--- config.mk ---
export PLATFORM = sky130hd
export DESIGN_NAME = trace_id_gate
export DESIGN_NICKNAME = d
export VERILOG_FILES = /design/src/rtl/tgate_pkg.sv /design/src/rtl/tgate_regs.sv /design/src/rtl/tgate_lookup.sv /design/src/rtl/tgate_fork.sv /design/src/rtl/trace_id_gate.sv
export SDC_FILE = /design/constraint.sdc
export NUM_CORES = 1
export LEC_CHECK = 0
export BUFFER_PORTS_ARGS = -buffer_cell sky130_fd_sc_hd__buf_2
export CAP_MARGIN = 15
export CORE_UTILIZATION = 50
export DETAILED_ROUTE_END_ITERATION = 8
export PLACE_DENSITY_LB_ADDON = 0.05
export SYNTH_ARGS = -nofsm -noshare
export SYNTH_HDL_FRONTEND = slang
export SYNTH_SLANG_ARGS = --single-unit
--- constraint.sdc ---
create_clock -name clk -period 1.9 [get_ports clk]
set_input_delay 0.095 -clock clk [delete_from_list [all_inputs] [get_ports clk]]
set_output_delay 0.095 -clock clk [all_outputs]
set_load 0.02 [all_outputs]
--- src/rtl/tgate_pkg.sv ---
package tgate_pkg;
    localparam int SINKS       = 2;
    localparam int GROUP_WORDS = 4;
    localparam int REG_W       = 32;
    localparam int ID_W        = 7;
    localparam int MASK_BITS   = GROUP_WORDS * REG_W;
    localparam int ALL_WORDS   = SINKS * GROUP_WORDS;
    localparam logic [REG_W-1:0] UNLOCK_KEY = 32'hC5AC_CE55;
    localparam logic [ID_W-1:0]  RSVD_HIGH  = 7'h70;

    typedef struct packed {
        logic                              locked;
        logic [ALL_WORDS-1:0][REG_W-1:0]   mask;
    } cfg_state_t;

    function automatic logic id_reserved(input logic [ID_W-1:0] id);
        return (id == '0) || (id >= RSVD_HIGH);
    endfunction
endpackage

--- src/rtl/tgate_regs.sv ---
module tgate_regs
    import tgate_pkg::*;
#(
    parameter int                ADDR_W     = 12,
    parameter logic [ADDR_W-1:0] SINK0_BASE = 12'h0F8,
    parameter logic [ADDR_W-1:0] SINK1_BASE = 12'h108,
    parameter logic [ADDR_W-1:0] LOCK_ADDR  = 12'hFB0
) (
    input  logic                        clk,
    input  logic                        rst_n,
    input  logic                        psel,
    input  logic                        penable,
    input  logic                        pwrite,
    input  logic [ADDR_W-1:0]           paddr,
    input  logic [REG_W-1:0]            pwdata,
    output logic [REG_W-1:0]            prdata,
    output logic                        pslverr,
    output logic [ALL_WORDS*REG_W-1:0]  mask_flat,
    output logic                        locked
);
    localparam logic [ADDR_W-1:0] BASES [SINKS] = '{SINK0_BASE, SINK1_BASE};

    cfg_state_t st_d, st_q;
    logic       access;
    logic       hit_any;
    logic [REG_W-1:0] rd_word;

    always_comb begin
        st_d    = st_q;
        access  = psel & penable;
        hit_any = 1'b0;
        rd_word = '0;

        if (paddr == LOCK_ADDR) begin
            hit_any = 1'b1;
            rd_word = {{(REG_W-1){1'b0}}, st_q.locked};
            if (access && pwrite) begin
                st_d.locked = (pwdata != UNLOCK_KEY);
            end
        end

        for (int s = 0; s < SINKS; s++) begin
            for (int w = 0; w < GROUP_WORDS; w++) begin
                if (paddr == BASES[s] + ADDR_W'(w * 4)) begin
                    hit_any = 1'b1;
                    rd_word = st_q.mask[s*GROUP_WORDS + w];
                    if (access && pwrite && !st_q.locked) begin
                        st_d.mask[s*GROUP_WORDS + w] = pwdata;
                    end
                end
            end
        end

        prdata  = access ? rd_word : '0;
        pslverr = access & ~hit_any;
    end

    always_ff @(posedge clk) begin
        if (!rst_n) begin
            st_q.locked <= 1'b1;
            st_q.mask   <= '0;
        end else begin
            st_q <= st_d;
        end
    end

    assign mask_flat = st_q.mask;
    assign locked    = st_q.locked;
endmodule

--- src/rtl/tgate_lookup.sv ---
module tgate_lookup
    import tgate_pkg::*;
(
    input  logic [MASK_BITS-1:0] mask,
    input  logic [ID_W-1:0]      id,
    output logic                 allow
);
    always_comb begin
        allow = mask[id] & ~id_reserved(id);
    end
endmodule

--- src/rtl/tgate_fork.sv ---
module tgate_fork
    import tgate_pkg::*;
(
    input  logic             in_valid,
    input  logic [SINKS-1:0] allow,
    input  logic [SINKS-1:0] out_ready,
    output logic [SINKS-1:0] out_valid,
    output logic             in_ready
);
    logic [SINKS-1:0] ok;

    always_comb begin
        // a sink is "ok" when it either does not want the beat or can take it
        ok       = ~allow | out_ready;
        in_ready = &ok;
        for (int i = 0; i < SINKS; i++) begin
            out_valid[i] = in_valid & allow[i] & (&(ok | (SINKS'(1) << i)));
        end
    end
endmodule

--- src/rtl/trace_id_gate.sv ---
module trace_id_gate
    import tgate_pkg::*;
#(
    parameter int                ADDR_W     = 12,
    parameter int                TDATA_W    = 32,
    parameter logic [ADDR_W-1:0] SINK0_BASE = 12'h0F8,
    parameter logic [ADDR_W-1:0] SINK1_BASE = 12'h108,
    parameter logic [ADDR_W-1:0] LOCK_ADDR  = 12'hFB0
) (
    input  logic               clk,
    input  logic               rst_n,
    input  logic               psel,
    input  logic               penable,
    input  logic               pwrite,
    input  logic [ADDR_W-1:0]  paddr,
    input  logic [31:0]        pwdata,
    output logic [31:0]        prdata,
    output logic               pslverr,
    input  logic               in_valid,
    output logic               in_ready,
    input  logic [6:0]         in_id,
    input  logic [TDATA_W-1:0] in_data,
    output logic [1:0]         out_valid,
    input  logic [1:0]         out_ready,
    output logic [6:0]         out_id,
    output logic [TDATA_W-1:0] out_data
);
    logic [ALL_WORDS*REG_W-1:0] mask_flat;
    logic                       locked;
    logic [SINKS-1:0]           allow;

    tgate_regs #(
        .ADDR_W    (ADDR_W),
        .SINK0_BASE(SINK0_BASE),
        .SINK1_BASE(SINK1_BASE),
        .LOCK_ADDR (LOCK_ADDR)
    ) u_regs (
        .clk      (clk),
        .rst_n    (rst_n),
        .psel     (psel),
        .penable  (penable),
        .pwrite   (pwrite),
        .paddr    (paddr),
        .pwdata   (pwdata),
        .prdata   (prdata),
        .pslverr  (pslverr),
        .mask_flat(mask_flat),
        .locked   (locked)
    );

    for (genvar s = 0; s < SINKS; s++) begin : g_sink
        tgate_lookup u_lookup (
            .mask (mask_flat[s*MASK_BITS +: MASK_BITS]),
            .id   (in_id),
            .allow(allow[s])
        );
    end

    tgate_fork u_fork (
        .in_valid (in_valid),
        .allow    (allow),
        .out_ready(out_ready),
        .out_valid(out_valid),
        .in_ready (in_ready)
    );

    assign out_id   = in_id;
    assign out_data = in_data;
endmodule

==> flow_summary.json <==
{
  "tritoncts": "yes",
  "totalWireLength_um": 62600,
  "dpl.hpwl_um": 41100,
  "grt_pass1_vias": 14700,
  "critPathCaptureType": "output port",
  "dpl_worst_slack_ns": -0.617,
  "violations": "setup timing",
  "slew-limit-headroom": 0.381,
  "syn-mean-instance-area_um2": 8.24,
  "drt_iter0_markers": 1975,
  "finalCritPeriodShare": 1.47,
  "netlist_instances": 1730,
  "h-tree-depth": 1,
  "yosysMostFrequentCell": "nand2_1",
  "die_y_um": 171,
  "overflow": 0,
  "core.rowCount": 61,
  "status": "complete, but fails checks",
  "wl_per_cell_um": 24.6,
  "numCtsBuffers": 30,
  "path_clk_slew_ns": 0.06,
  "required_ns": 1.80,
  "synth_edf_count": 0,
  "layout_setup_ws_ns": -0.897,
  "area_delta_synth_final_pct": 46.0,
  "route.detailed.drc": 0,
  "stdcell_count": 2545,
  "synth_cell_types": 71,
  "antenna_found_initial": 1,
  "n_antenna_cell": 0,
  "crit_fanout": 3,
  "die_area_mm2": 0.0292,
  "hold_path.class": "input pin to flop",
  "fin_area_mm2": 0.0208,
  "gp_congestion": 1.02,
  "synth_area_mm2": 0.0143,
  "power_density_mw_per_mm2": 584,
  "ant_nets": 0,
  "worst_pin_slew_ns": 0.920,
  "synth.area.top_cells": "dfxtp_1 36%, nand2_1 15%, a21boi_0 11%, mux4_2 7.7%, a22oi_1 3.4%",
  "grt_first_pass_wirelength_um": 90600,
  "finalSetupTns_ns": -18.00,
  "finalSetupViolCount": 36,
  "fin_worst_skew_ns": 0.00634,
  "slew_violations": 0,
  "root_buffer": "clkbuf_16",
  "portBuffers": 101,
  "grt-busiest-layer": "met2",
  "post_dp_cell_area_mm2": 0.0180,
  "fin_total_pwr_uw": 12200,
  "synth_seq_cells": 257,
  "ir_worst_vdd_uv": 577,
  "leakage_uw": 0.00791,
  "via_count": 15600,
  "crit_arrival_ns": 2.70,
  "met1_usage": 0.570,
  "clkLatencyLatePin_ns": 0.56,
  "fin_nets": 2235,
  "clock_sinks": 257,
  "ys.flop_type": "dfxtp_1",
  "hold_viol_final": 0,
  "synth_top_cell_by_area": "dfxtp_1",
  "yosysWarnings": 0,
  "ys_seq_area_frac": 0.361,
  "synth_top_cells_by_count": "583 x nand2_1, 257 x dfxtp_1, 204 x a21boi_0",
  "pin_count": 166,
  "max_freq_mhz": 357,
  "syn_nets": 1821,
  "core_area_mm2": 0.0279,
  "netlist.area_leader.share": 0.361,
  "initial_core_util": 0.511,
  "async_flop_share": 0,
  "grt_max_degree": 77,
  "rsz0062_at_grt": "yes",
  "cp-start-kind": "flop",
  "placed_cells": 2414,
  "grt_use_total": 0.421,
  "die_w_um": 171,
  "min_period_ns": 2.80,
  "grtUsageMet2": 0.634,
  "drv_cap": 0,
  "cts_max_path_buffers": 3,
  "viasPerCell": 6.15,
  "drt_pass1_iterations": 8,
  "worst-setup-path-type": "flop to output port",
  "grt_use_met3": 0.118,
  "drive_gt1_frac": 0.379
}
power breakdown:
| group | total (uW) | internal, uW | switching [uW] |
|---|---|---|---|
| clock | 5680 | 3270 | 2410 |
| combinational | 1100 | 472 | 625 |
| sequential | 5390 | 5390 | 0.000000000000520 |
final cells by class:
type | count | area [um^2]
flip-flops and latches | 257 | 5150
clock inverters | 10 | 80.1
fillers | 2073 | 7110
well taps | 378 | 473
multi-input cells | 1252 | 8850
clock buffers | 45 | 868
repair buffers | 591 | 5360
inverters | 12 | 47.5
logic make-up after synthesis:
kind of cell,after synthesis,synth area share
flip-flops,257,0.361
buffers and inverters,221,0.0789
AO/OA/AOI/OAI,444,0.235
AND/OR/NAND/NOR,724,0.220
multiplexers,84,0.106
critical path: stages (launching register included):
cell	delay, ns
dfxtp_2	0.33
mux4_2	0.49
mux2i_4	0.19
nor2_2	0.07
a2111oi_4	0.31
a22oi_2	0.20
buf_4	0.20
a32oi_2	0.18
buf_4	0.17
cells in the final DEF (no fill, tap or decap), types with 5 or more instances in the layout:
master / netlist / final
a211oi_1: 14 / 7
a211oi_2: 0 / 5
a21boi_0: 204 / 203
a21boi_1: 52 / 53
a21oi_2: 0 / 25
a22o_1: 5 / 5
a22oi_1: 65 / 42
a22oi_2: 0 / 23
and2_1: 7 / 9
and3_1: 5 / 5
buf_12: 1 / 47
buf_2: 40 / 58
buf_4: 51 / 389
buf_6: 5 / 53
buf_8: 0 / 7
clkbuf_1: 111 / 10
clkbuf_16: 0 / 36
clkinv_2: 0 / 7
dfxtp_1: 257 / 253
dlygate4sd3_1: 0 / 29
inv_1: 11 / 10
mux2_2: 5 / 5
mux2i_1: 27 / 23
mux4_2: 49 / 50
nand2_1: 583 / 570
nand2_2: 0 / 8
nand3_1: 14 / 10
nand4_1: 21 / 21
nor2_1: 29 / 24
nor2b_1: 11 / 11
nor3_2: 1 / 6
nor3_4: 2 / 5
o221ai_2: 0 / 21
path summary, 6_finish.rpt:
| kind | start | end | slack (ns) | cells after the start |
|---|---|---|---|---|
| worst max-delay path | u_regs.mask_flat[84]$_SDFFE_PN0P_ | in_ready | -0.90 | 8 |
| worst min-delay path | pwdata[21] | u_regs.mask_flat[85]$_SDFFE_PN0P_ | 0.02 | 4 |
| worst max register to register | u_regs.locked$_SDFFE_PN1P_ | u_regs.mask_flat[91]$_SDFFE_PN0P_ | 0.35 | 6 |
| worst min register to register | u_regs.mask_flat[232]$_SDFFE_PN0P_ | u_regs.mask_flat[232]$_SDFFE_PN0P_ | 0.48 | 2 |
state kept, by name (all words and copies together), names as in the netlist:
register / flops
u_regs.locked: 1
u_regs.mask_flat: 256
what timing repair did:
action                                  CTS  global route
hold buffers                             29             0
pin swaps                                71            58
buffers inserted                         23            20
cloned                                    7             5
hold endpoints to repair                207             0
resized for setup                       173            78
endpoints found under the setup margin   36            43
through the flow:
step | hold slack (ns) | util
floorplan | 0.303 | -
global placement | 0.190 | 0.644
detailed placement | 0.190 | 0.644
CTS | 0.0198 | 0.729
global route | 0.0403 | 0.745
finish | 0.0225 | 0.745
metal layers:
| layer | part of all wire | routed length (um) | vias up |
|---|---|---|---|
| met5 | 0.00021 | 13 | - |
| met4 | 0.034 | 2140 | 2 |
| met3 | 0.13 | 8010 | 189 |
| met2 | 0.44 | 27600 | 990 |
| met1 | 0.40 | 24900 | 7597 |
| li1 | - | - | 6867 |
Note: power is estimated with default switching activity, not from simulation.
